File: src/rtl/owc_pkg.sv
package owc_pkg;

  typedef enum logic {
    ST_WAIT  = 1'b0,
    ST_READY = 1'b1
  } owc_state_t;

  // strobes sent from the control to the datapath
  typedef struct packed {
    logic cntClear;   // restart the timebase at a wait start
    logic latchSel;   // copy the programmed code into the active code
    logic selClear;   // power-class reset: force the code to 00
  } owc_strobe_t;

  function automatic int maxOf4(input int a, input int b, input int c, input int d);
    int m;
    m = a;
    if (b > m) m = b;
    if (c > m) m = c;
    if (d > m) m = d;
    return m;
  endfunction

  function automatic int minOf4(input int a, input int b, input int c, input int d);
    int m;
    m = a;
    if (b < m) m = b;
    if (c < m) m = c;
    if (d < m) m = d;
    return m;
  endfunction

endpackage

File: src/rtl/owc_datapath.sv
module owc_datapath
  import owc_pkg::*;
#(
  parameter int TAP_C0 = 9,
  parameter int TAP_C1 = 13,
  parameter int TAP_C2 = 15,
  parameter int TAP_C3 = 17,
  parameter int CNT_W  = 18,
  parameter int SEL_W  = 2
) (
  input  logic             clk,
  input  logic             rstN,
  input  owc_strobe_t      strb,
  input  logic             selWrEn,
  input  logic [SEL_W-1:0] selWrData,
  output logic             tapHit
);

  localparam int NUM_CODES = 1 << SEL_W;
  localparam int TAPS [4] = '{TAP_C0, TAP_C1, TAP_C2, TAP_C3};

  logic [CNT_W-1:0]     count;
  logic [SEL_W-1:0]     selReg;
  logic [SEL_W-1:0]     activeSel;
  logic [NUM_CODES-1:0] tapVec;

  // free-running timebase, cleared when a wait starts
  always_ff @(posedge clk or negedge rstN) begin
    if (!rstN)              count <= '0;
    else if (strb.cntClear) count <= '0;
    else                    count <= count + 1'b1;
  end

  // programmed select field: only power-class events clear it
  always_ff @(posedge clk or negedge rstN) begin
    if (!rstN)              selReg <= '0;
    else if (strb.selClear) selReg <= '0;
    else if (selWrEn)       selReg <= selWrData;
  end

  // code in force for the current wait
  always_ff @(posedge clk or negedge rstN) begin
    if (!rstN)              activeSel <= '0;
    else if (strb.selClear) activeSel <= '0;
    else if (strb.latchSel) activeSel <= selReg;
  end

  for (genvar i = 0; i < NUM_CODES; i++) begin : g_tap
    assign tapVec[i] = count[TAPS[i]];
  end

  assign tapHit = tapVec[activeSel];

endmodule

File: src/rtl/owc_ctrl.sv
module owc_ctrl
  import owc_pkg::*;
(
  input  logic        clk,
  input  logic        rstN,
  input  logic        rcWdogRst,
  input  logic        clkSupRst,
  input  logic        tbWdogRst,
  input  logic        opRst,
  input  logic        stopMode,
  input  logic        wakeIrq,
  input  logic        tapHit,
  output owc_strobe_t strb,
  output logic        clkReady,
  output logic        waitActive
);

  owc_state_t state, stateNext;
  logic pwrClass, keepClass, wakeTrig, trigger;

  assign pwrClass  = rcWdogRst | clkSupRst;
  assign keepClass = tbWdogRst | opRst;
  assign wakeTrig  = stopMode & wakeIrq;
  assign trigger   = pwrClass | keepClass | wakeTrig;

  always_comb begin
    strb          = '0;
    strb.cntClear = trigger;
    strb.selClear = pwrClass;
    strb.latchSel = trigger & ~pwrClass;
  end

  always_comb begin
    stateNext = state;
    if (trigger)                       stateNext = ST_WAIT;
    else if (state == ST_WAIT && tapHit) stateNext = ST_READY;
  end

  always_ff @(posedge clk or negedge rstN) begin
    if (!rstN) state <= ST_WAIT;
    else       state <= stateNext;
  end

  assign clkReady   = (state == ST_READY);
  assign waitActive = (state == ST_WAIT);

endmodule

File: src/rtl/osc_wait_ctrl.sv
module osc_wait_ctrl
  import owc_pkg::*;
#(
  parameter int TAP_C0 = 9,
  parameter int TAP_C1 = 13,
  parameter int TAP_C2 = 15,
  parameter int TAP_C3 = 17
) (
  input  logic       clk,
  input  logic       pinInitN,
  input  logic       rcWdogRst,
  input  logic       clkSupRst,
  input  logic       tbWdogRst,
  input  logic       opRst,
  input  logic       stopMode,
  input  logic       wakeIrq,
  input  logic       selWrEn,
  input  logic [1:0] selWrData,
  output logic       clkReady,
  output logic       waitActive
);

  localparam int CNT_W = maxOf4(TAP_C0, TAP_C1, TAP_C2, TAP_C3) + 1;

  owc_strobe_t strb;
  logic        tapHit;

  owc_ctrl u_ctrl (
    .clk        (clk),
    .rstN       (pinInitN),
    .rcWdogRst  (rcWdogRst),
    .clkSupRst  (clkSupRst),
    .tbWdogRst  (tbWdogRst),
    .opRst      (opRst),
    .stopMode   (stopMode),
    .wakeIrq    (wakeIrq),
    .tapHit     (tapHit),
    .strb       (strb),
    .clkReady   (clkReady),
    .waitActive (waitActive)
  );

  owc_datapath #(
    .TAP_C0 (TAP_C0),
    .TAP_C1 (TAP_C1),
    .TAP_C2 (TAP_C2),
    .TAP_C3 (TAP_C3),
    .CNT_W  (CNT_W),
    .SEL_W  (2)
  ) u_dp (
    .clk       (clk),
    .rstN      (pinInitN),
    .strb      (strb),
    .selWrEn   (selWrEn),
    .selWrData (selWrData),
    .tapHit    (tapHit)
  );

endmodule

File: config.mk
export PLATFORM = sky130hd
export DESIGN_NAME = osc_wait_ctrl
export DESIGN_NICKNAME = d
export VERILOG_FILES = /design/src/rtl/owc_pkg.sv /design/src/rtl/owc_datapath.sv /design/src/rtl/owc_ctrl.sv /design/src/rtl/osc_wait_ctrl.sv
export SDC_FILE = /design/constraint.sdc
export NUM_CORES = 1
export LEC_CHECK = 0
export CAP_MARGIN = 15
export CORE_MARGIN = 8
export CORE_UTILIZATION = 60
export CTS_BUF_LIST = sky130_fd_sc_hd__clkbuf_8
export CTS_CLUSTER_DIAMETER = 50
export DETAILED_ROUTE_END_ITERATION = 6
export GPL_ROUTABILITY_DRIVEN = 0
export PLACE_DENSITY = 0.88
export SYNTH_ARGS = -nofsm -noshare
export SYNTH_HDL_FRONTEND = slang
export SYNTH_SLANG_ARGS = --single-unit
File: constraint.sdc
create_clock -name clk -period 4.1 [get_ports clk]
set_input_delay 0.82 -clock clk [delete_from_list [all_inputs] [get_ports clk]]
set_output_delay 0.82 -clock clk [all_outputs]
set_load 0.01 [all_outputs]
* Yosys cells after proc, flatten, opt, wreduce, memory -nomap -nowiden
Cells that the tools add are included.
** Word-level totals
- Bits in registers :: 23
- Bits of input ports :: 11
- Output and inout bits :: 2
- Logic and storage cells :: 27
** Cells by class
- $add $sub $neg :: 1
- $lt $le $gt $ge :: 1
- Mux-type cells :: 9
- Bitwise logic cells :: 8
- Reductions and logical operators :: 4
** Operator list (number)
- $add 18x1->18 const B :: 1
- $mux 18 :: 1
- $mux 2 :: 4
- $reduce_bool 2->1 :: 3
- $or 1x1->1 :: 4
- $lt 2x3->1 const B :: 1
- $mux 1 :: 3
- $and 1x1->1 :: 2
- $bmux 1 s2 :: 1
- $not 1->1 :: 2
- $logic_and 1x1->1 :: 1

* Depth between registers and ports, before layout
Gate-level depths: netlist (run 1).
- Depth after elaboration :: 6
- Gate-level depth with buffers :: 5
- Mapped depth without buffers :: 5

* By module
Synthesis (run 1) repeated with hierarchy kept, for this count alone.
** Unflattened totals
- Cells, all modules :: 108
- Area, all modules :: 1112.3 um^2
** Modules (own cells, without submodules)
- owc_datapath :: instances 1, cells an instance 98, area each 1031.0 um^2, sequential area each 550.5 um^2
- owc_ctrl :: instances 1, cells an instance 10, area each 81.3 um^2, sequential area each 25.0 um^2

* Worst setup path before layout (run 1)
OpenSTA, ideal clock, no wires.
- Kind :: input port to flip-flop
- Start :: input clkSupRst
- End :: register u_dp.count[17]
- Library setup time :: 0.067 ns
- Arrival :: 1.906 ns
- Required time :: 4.033 ns
- Slack :: 2.127 ns
- Stages on the path :: 5
- Path buffers :: 1
- Cells stage by stage :: or4_1 -> a21o_1 -> buf_6 -> a211o_1 -> nand2_1
** On the way
- Word-level cells in the longest chain between the ends :: 4
** RTL lines
- start, declared :: line osc_wait_ctrl.sv:12 : input logic clkSupRst,
- $or 1x1->1 :: line owc_ctrl.sv:21 : assign pwrClass = rcWdogRst | clkSupRst;
- $or 1x1->1 (2 in a row) :: line owc_ctrl.sv:24 : assign trigger = pwrClass | keepClass | wakeTrig;
- $mux 18 :: line owc_datapath.sv:30 : else if (strb.cntClear) count <= '0;
- end signal, assigned :: line owc_datapath.sv:31 : else count <= count + 1'b1;
- end, declared :: line owc_datapath.sv:22 : logic [CNT_W-1:0] count;
Every way passes these cells.
A chain may end at the register's enable or synchronous reset.

* Worst setup path in the final report (run 1)
Ends and elaborated chain as after synthesis.

==> results_dict.tcl, run 1 <==
set metrics [dict create \
    status "complete, no violations" \
    die_w_um 59.3 \
    reg2reg_to "u_dp.count[14]" \
    tightest_slew_ns 1.02 \
    final_net_count 139 \
    power.total_uw 385 \
    drc 0 \
    whs_endpoint "u_dp.count[0]" \
    period_minus_slack_ns 2.38 \
    synth-compound-area-share_pct 5.44 \
    rsz0062_at_grt "false" \
    relSlewSlack_pct 31.8 \
    holdWs_ns 0.468 \
    start_util_pct 64.6 \
    h-tree-depth 1 \
    cts_resized 0 \
    dr.pass1.iters 4 \
    clock-root-buffer "clkbuf_8" \
    ios 13 \
    slew_violations 0 \
    ctsLongestPathBuffers 2 \
    globalRouteOverflowTotal 0 \
    grt_pass1_vias 891 \
    num_antenna_cells 0 \
    clk_pin_slew_ns 0.08 \
    post-cts-setup-buffers 0 \
    yosysUniqueCellTypes 29 \
    timing.fmax_ghz 0.421 \
    peakVddDrop_mv 0.281 \
    hold_viol 0 \
    fin_util_pct 74.9 \
    synth-seq-area-share_pct 51.1 \
    yosys.area_share.simple_pct 27.5 \
    fillers 121 \
    critPathTopFamily "compound AO/OA/AOI/OAI gates" \
    synth_fa_ha_area_share_pct 1.11 \
    critPathKind "input port to register" \
    rrSetupSlack_ns 2.49 \
    slowest_delay_ns 0.55 \
    die_area_um2 3520 \
    wl_per_cell_um 14.3 \
    setup_violations 0 \
    grt_max_degree 24 \
    grt_antenna_before_repair 0 \
    final_common_cell "dfrtp_1" \
    ctsHoldBuffers 0 \
    cp_max_fo 19 \
    drive_gt1_share_pct 7.14 \
    ys_warn_count 0 \
    num_rows 15 \
    synth_xor_area_share_pct 7.77 \
    start_kind "input port" \
    slowest_stage "or4_1" \
    pwr_density_cell_nw_per_um2 295 \
    wirelength_um 2150 \
    fin_setup_tns_ns 0 \
    avgSynthCellArea_um2 10.1 \
    areaGrowthSynthToFinish_pct 16.0 \
    io_buffers 12 \
    synth_top_family_by_area "simple AND/OR/NAND/NOR gates" \
    yosys-mux-area-fraction_pct 4.66 \
    drt_iter0_drc 12 \
    track_usage_pct 14.1 \
    ant_nets 0 \
    clock_sinks 23 \
    crit_buf_inv 1 \
    hold_depth 1 \
    via_per_inst 5.90 \
    leakage_uw 0.000535 \
    cts_tree "built" \
    crit_path_cell_trace "clkdlybuf4s50_1, or4_1, a21o_1, a211o_1, nand2_1" \
    placed_cell_area_um2 1260 \
    synth_nets 124 \
    core_region_area_um2 1750 \
    arrival_ns 2.58 \
    cp.required_ns 4.31 \
    design_area_um2 1310 \
    numCtsBuffers 3 \
    synth_area_um2 1130 \
    endpoint_kind "register" \
    dp_hpwl_um 1600 \
    worstSkewPairLatency_ns 0.26 \
    finalClockSkew_ns 0.00466 \
    vias 891 \
    hold_start "u_dp.count[0]" \
    grt_pass1_wl_um 3790 \
    reg2reg_from "u_dp.count[0]" \
    finalCritPeriodShare_pct 57.9 \
    mostFrequentLayoutCells "dfrtp_1 (23), nor2_1 (14), nand2_1 (12), clkdlybuf4s50_1 (12), nor3_1 (7)" \
    r2r_cells 5 \
    fp.dieH_um 59.3 \
    netlist_instances 112 \
    hold_path.class "register to register" \
    cap_violations 0 \
    synth_seq_cells 23 \
]
Yosys cell counts:
cell,instances,area [um^2]
dfrtp_1,23,576
nor2_1,14,52.6
nand2_1,12,45.0
nor3_1,7,35.0
nand3_1,6,30.0
a21oi_1,5,25.0
nand4_1,5,31.3
xnor2_1,5,43.8
xor2_1,5,43.8
o21ai_0,4,20.0
inv_1,3,11.3
mux2i_1,3,30.0
or3_1,3,18.8
and2_1,2,12.5
a211o_1,1,8.76
a21o_1,1,7.51
and4_1,1,8.76
and4_2,1,10.0
buf_2,1,5.00
buf_6,1,11.3
ha_1,1,12.5
mux4_2,1,22.5
nand2b_1,1,6.26
nand4_4,1,21.3
nor4_1,1,6.26
or2_2,1,6.26
or3_2,1,7.51
or3_4,1,11.3
or4_1,1,7.51
per-layer routing:
metal  global-route usage, %  up-vias  share of wire (%)
met5                       0        -                  0
met4                    9.56        0                3.4
met2                    22.0       33                 46
met1                    16.8      424                 45
met3                    3.04        9                5.2
li1                        -      425                  -
worst max-delay path by stage:
stage | startpoint | endpoint | slack (ns) | cells past startpoint
floorplan | clkSupRst | u_dp.count[17] | 2.13 | 5
global placement | clkSupRst | u_dp.count[17] | 1.50 | 5
detailed placement | clkSupRst | u_dp.count[17] | 1.46 | 5
CTS | clkSupRst | u_dp.count[17] | 1.73 | 5
global route | clkSupRst | u_dp.count[17] | 1.61 | 5
finish | clkSupRst | u_dp.count[17] | 1.72 | 5
power by group:
part | internal, uW | switching (uW) | total, uW
registers | 228 | 0.702 | 228
clock network | 66.9 | 70.3 | 137
logic | 10.2 | 9.45 | 19.7
total | 305 | 80.5 | 385
registers in the layout (all words and copies together) (netlist names):
name and count:
u_dp.count 18, u_dp.activeSel 2, u_dp.selReg 2, u_ctrl.clkReady 1
layout make-up:
cell class	instances	area (um^2)	share of cell area [%]
timing repair buffer	12	120	9.19
sequential	23	576	44.0
tap	25	31.3	2.39
multi-input combinational	84	524	40.1
inverter	3	11.3	0.861
clock buffer	3	41.3	3.16
clock inverter	1	3.75	0.287
cells by family (layout without fill, tap and decap cells):
kind of cell | count (synthesis) | count (layout)
simple gates | 58 | 58
xor+xnor | 10 | 10
mux | 4 | 4
buf+inv | 5 | 19
compound gates | 11 | 11
flops | 23 | 23
fa+ha+maj | 1 | 1
metrics by stage:
stage	instances	setup slack (ns)
3_3_place_gp	147	1.50
2_1_floorplan	112	2.13
4_1_cts	151	1.73
3_5_place_dp	147	1.46
6_report	151	1.72
5_1_grt	151	1.61
Power figures use the tool's default switching activity.
==> run 2, diff against run 1 <==
Settings changed: CORE_UTILIZATION 60 to 57, PLACE_DENSITY 0.88 to 0.84.
Clock period 4.1 ns to 2.45 ns, I/O delays scaled along.
==> results_dict.tcl, run 2 (synthesized netlist as in run 1, its figures left out) <==
set metrics [dict create \
    arrival_ns 2.20 \
    design_area_um2 1330 \
    ctsLongestPathBuffers 2 \
    timing.fmax_ghz 0.494 \
    io_buffers 12 \
    cap_violations 0 \
    num_antenna_cells 0 \
    r2r_cells 4 \
    ios 13 \
    slew_violations 0 \
    slowest_delay_ns 0.56 \
    ant_nets 0 \
    fin_setup_tns_ns 0 \
    fp.dieH_um 60.5 \
    grt_pass1_vias 906 \
    leakage_uw 0.000550 \
    final_common_cell "dfrtp_1" \
    endpoint_kind "register" \
    die_w_um 60.5 \
    p_switching_uw 133 \
    cp.required_ns 2.63 \
    worstSkewPairLatency_ns 0.26 \
    hold_viol 0 \
    start_kind "input port" \
    die_area_um2 3660 \
    drt_iter0_drc 13 \
    dp.cells 152 \
    largest_reg_flops 18 \
    p_seq_share_pct 59.3 \
    num_rows 16 \
    rrSetupSlack_ns 0.82 \
    post-cts-setup-buffers 0 \
    setup_violations 0 \
    cts_tree "built" \
    track_usage_pct 13.5 \
    relSlewSlack_pct 71.9 \
    grt_pass1_wl_um 3720 \
    vias 858 \
    netSwitchingFraction_pct 20.6 \
    slowest_stage "or4_1" \
    cts_resized 0 \
    fin_util_pct 69.3 \
    clock_sinks 23 \
    placed_cell_area_um2 1290 \
    worst-path-stages 5 \
    finalCritPeriodShare_pct 82.6 \
    dr.pass1.iters 4 \
    stdcell_count 156 \
    grt_antenna_before_repair 0 \
    internal_power_uw 512 \
    drc 0 \
    wirelength_um 2170 \
    globalRouteOverflowTotal 0 \
    timing.final.ws_setup_ns 0.426 \
    mostFrequentLayoutCells "dfrtp_1 (23), nor2_1 (14), nand2_1 (12), clkdlybuf4s50_1 (12), nor3_1 (7)" \
    drive_gt1_share_pct 9.30 \
    crit_buf_inv 2 \
    grt_max_degree 24 \
    finalClockSkew_ns 0.00257 \
    critPathKind "input port to register" \
    clock_power_share_pct 35.4 \
    pwr_density_cell_nw_per_um2 484 \
    status "complete, no violations" \
    hold_depth 1 \
    via_per_inst 5.50 \
    ctsHoldBuffers 0 \
    top_regs "u_dp.count (18), u_dp.activeSel (2), u_dp.selReg (2)" \
    dp_hpwl_um 1610 \
    crit_path_cell_trace "clkdlybuf4s50_1, or4_1, a21o_1, buf_4, a21oi_1" \
    hold_path.class "register to register" \
    areaGrowthSynthToFinish_pct 18.2 \
    wl_per_cell_um 13.9 \
    peakVddDrop_mv 0.479 \
    period_minus_slack_ns 2.02 \
    regMostFlops "u_dp.count" \
    critPathTopFamily "buffers and inverters" \
    core_region_area_um2 1920 \
    tightest_slew_ns 0.422 \
    clock-root-buffer "clkbuf_8" \
    pre_cts_slack_ns 0.147 \
    p_comb_share_pct 5.4 \
    start_util_pct 58.7 \
    clk_pin_slew_ns 0.08 \
    h-tree-depth 1 \
    cp_max_fo 14 \
    final_net_count 142 \
    rsz0062_at_grt "false" \
    numCtsBuffers 3 \
]
run 2: cell count changes in the layout (fill, tap and decap cells not counted), sizes merged:
| cell | delta |
|---|---|
| buf | +3 |
run 2: power groups by stage:
stage / Sequential, uW / Clock [uW] / Combinational [uW]
after floorplan: 390 / 0 / 7.57
after global placement: 390 / 0 / 34.8
after detailed placement: 390 / 0 / 35.3
after CTS: 382 / 234 / 35.5
after global routing: 382 / 252 / 38.9
final: 382 / 228 / 34.7
run 2: final timing paths:
kind	startpoint	to
max in group asynchronous	pinInitN	u_dp.selReg[1]
worst min register to register	u_dp.count[0]	u_dp.count[0]
worst min-delay path	u_dp.count[0]	u_dp.count[0]
min in group asynchronous	pinInitN	u_dp.count[1]
worst max register to register	u_dp.count[3]	u_dp.count[14]
worst max-delay path	clkSupRst	u_dp.count[14]
run 2: area by class of cell:
| type | instances | area (um^2) |
|---|---|---|
| Fill cell | 162 | 589 |
| Sequential cell | 23 | 576 |
| Multi-Input combinational cell | 84 | 524 |
| Timing Repair Buffer | 15 | 143 |
| Clock buffer | 3 | 41.3 |
| Tap cell | 27 | 33.8 |
| Inverter | 3 | 11.3 |
| Clock inverter | 1 | 3.75 |
run 2: metal layers:
metal | routed length [um] | part of all wire, % | global-route usage [%]
met1 | 928 | 43 | 14.8
met2 | 1140 | 52 | 24.2
met3 | 49 | 2.3 | 1.69
met4 | 55 | 2.5 | 7.97
met5 | 0 | 0 | 0
run 2: metrics by stage:
| stage | hold WS [ns] | power (uW) |
|---|---|---|
| 2_1_floorplan | 0.194 | 397 |
| 3_3_place_gp | 0.457 | 424 |
| 3_5_place_dp | 0.451 | 425 |
| 4_1_cts | 0.461 | 651 |
| 5_1_grt | 0.467 | 673 |
| 6_report | 0.460 | 645 |
run 2: worst register-to-register path, stage by stage, from the launching register on:
cell,delay [ns]
dfrtp_1,0.48
nand4_4,0.18
or3_4,0.41
or3_1,0.31
a21oi_1,0.18
==> run 3, diff against run 2 <==
Clock period 2.45 ns to 2.1 ns, I/O delays scaled along.
==> results_dict.tcl, run 3 (synthesized netlist as in run 1, its figures left out) <==
set metrics [dict create \
    relSlewSlack_pct 74.7 \
    num_antenna_cells 0 \
    post-cts-setup-buffers 0 \
    drive_gt1_share_pct 11.4 \
    critPathKind "input port to register" \
    grtUsageMet2_pct 23.3 \
    top_regs "u_dp.count (18), u_dp.activeSel (2), u_dp.selReg (2)" \
    drc 0 \
    die_w_um 60.5 \
    cts_resized 0 \
    die_area_um2 3660 \
    worstSkewPairLatency_ns 0.26 \
    regMostFlops "u_dp.count" \
    placed_cell_area_um2 1310 \
    slew_violations 0 \
    grt_pass1_wl_um 3930 \
    pwr_density_cell_nw_per_um2 558 \
    clk_pin_slew_ns 0.08 \
    grt_max_degree 24 \
    cts_tree "built" \
    dp_hpwl_um 1740 \
    peakVddDrop_mv 0.394 \
    finalClockSkew_ns 0.00272 \
    fillers 158 \
    ctsHoldBuffers 0 \
    globalRouteOverflowTotal 0 \
    track_usage_pct 14.2 \
    dr.pass1.iters 5 \
    vias 900 \
    top_usage_layer "met2" \
    tightest_slew_ns 0.376 \
    grt_antenna_before_repair 0 \
    cp.required_ns 2.28 \
    stdcell_count 159 \
    hold_viol 0 \
    io_buffers 12 \
    endpoint_kind "register" \
    largest_reg_flops 18 \
    cap_violations 0 \
    drt_iter0_drc 31 \
    hold_path.class "register to register" \
    fin_setup_tns_ns 0 \
    clock-root-buffer "clkbuf_8" \
    grtUsageMet1_pct 17.1 \
    finalCritPeriodShare_pct 84.4 \
    numCtsBuffers 3 \
    setup_violations 0 \
    wirelength_um 2290 \
    status "complete, no violations" \
    power.total_uw 756 \
    clock_sinks 23 \
    met3_usage_pct 3.39 \
    design_area_um2 1360 \
    final_net_count 145 \
    ant_nets 0 \
    start_kind "input port" \
    num_rows 16 \
    fp.dieH_um 60.5 \
    mostFrequentLayoutCells "dfrtp_1 (23), nor2_1 (14), nand2_1 (12), clkdlybuf4s50_1 (12), nor3_1 (7)" \
    core_region_area_um2 1920 \
    via_per_inst 5.66 \
    grt_pass1_vias 865 \
    timing.fmax_ghz 0.564 \
    period_minus_slack_ns 1.77 \
    h-tree-depth 1 \
    ios 13 \
    arrival_ns 1.96 \
    final_common_cell "dfrtp_1" \
    wl_per_cell_um 14.4 \
    rsz0062_at_grt "false" \
    leakage_uw 0.000563 \
    dp.cells 155 \
    start_util_pct 58.7 \
    areaGrowthSynthToFinish_pct 20.2 \
    ctsLongestPathBuffers 2 \
    cp_max_fo 10 \
]
run 3: power by group:
part	switching (uW)	internal, uW	leakage, uW
logic	19.6	25.0	0.000216
registers	1.38	444	0.000321
clock network	135	130	0.0000269
total	156	600	0.000563
run 3: worst paths after layout:
path	cells after the start	to	slack, ns	start
worst max-delay path	5	u_dp.count[2]	0.33	clkSupRst
worst min-delay path	1	u_dp.count[0]	0.47	u_dp.count[0]
worst max register to register	5	u_dp.count[16]	0.48	u_dp.count[0]
worst min register to register	1	u_dp.count[0]	0.47	u_dp.count[0]
max in group asynchronous	2	u_dp.count[1]	1.37	pinInitN
min in group asynchronous	2	u_dp.count[15]	0.51	pinInitN
run 3: layout make-up:
| type | count | area, um^2 | share of cell area (%) |
|---|---|---|---|
| Clock inverter | 1 | 3.75 | 0.277 |
| Timing Repair Buffer | 18 | 165 | 12.2 |
| Inverter | 3 | 11.3 | 0.831 |
| Sequential cell | 23 | 576 | 42.5 |
| Multi-Input combinational cell | 84 | 524 | 38.7 |
| Tap cell | 27 | 33.8 | 2.49 |
| Clock buffer | 3 | 41.3 | 3.05 |
run 3: metrics by stage:
stage	utilization (%)	hold WS [ns]	setup slack (ns)
after floorplan	-	0.124	0.527
after global placement	68.2	0.450	0.139
after detailed placement	68.2	0.459	0.0863
after CTS	70.5	0.472	0.357
after global routing	70.5	0.508	0.288
final	70.5	0.469	0.327
run 3: worst max-delay path, cell delays in order:
cell and delay, ns:
clkdlybuf4s50_1 0.43, or4_1 0.55, a21o_1 0.23, buf_4 0.19, nor2_1 0.14
run 3: per-layer routing:
| layer | vias up | share of wire, % |
|---|---|---|
| li1 | 432 | - |
| met2 | 22 | 50 |
| met5 | - | 0 |
| met3 | 8 | 3.6 |
| met1 | 438 | 44 |
| met4 | 0 | 3.0 |
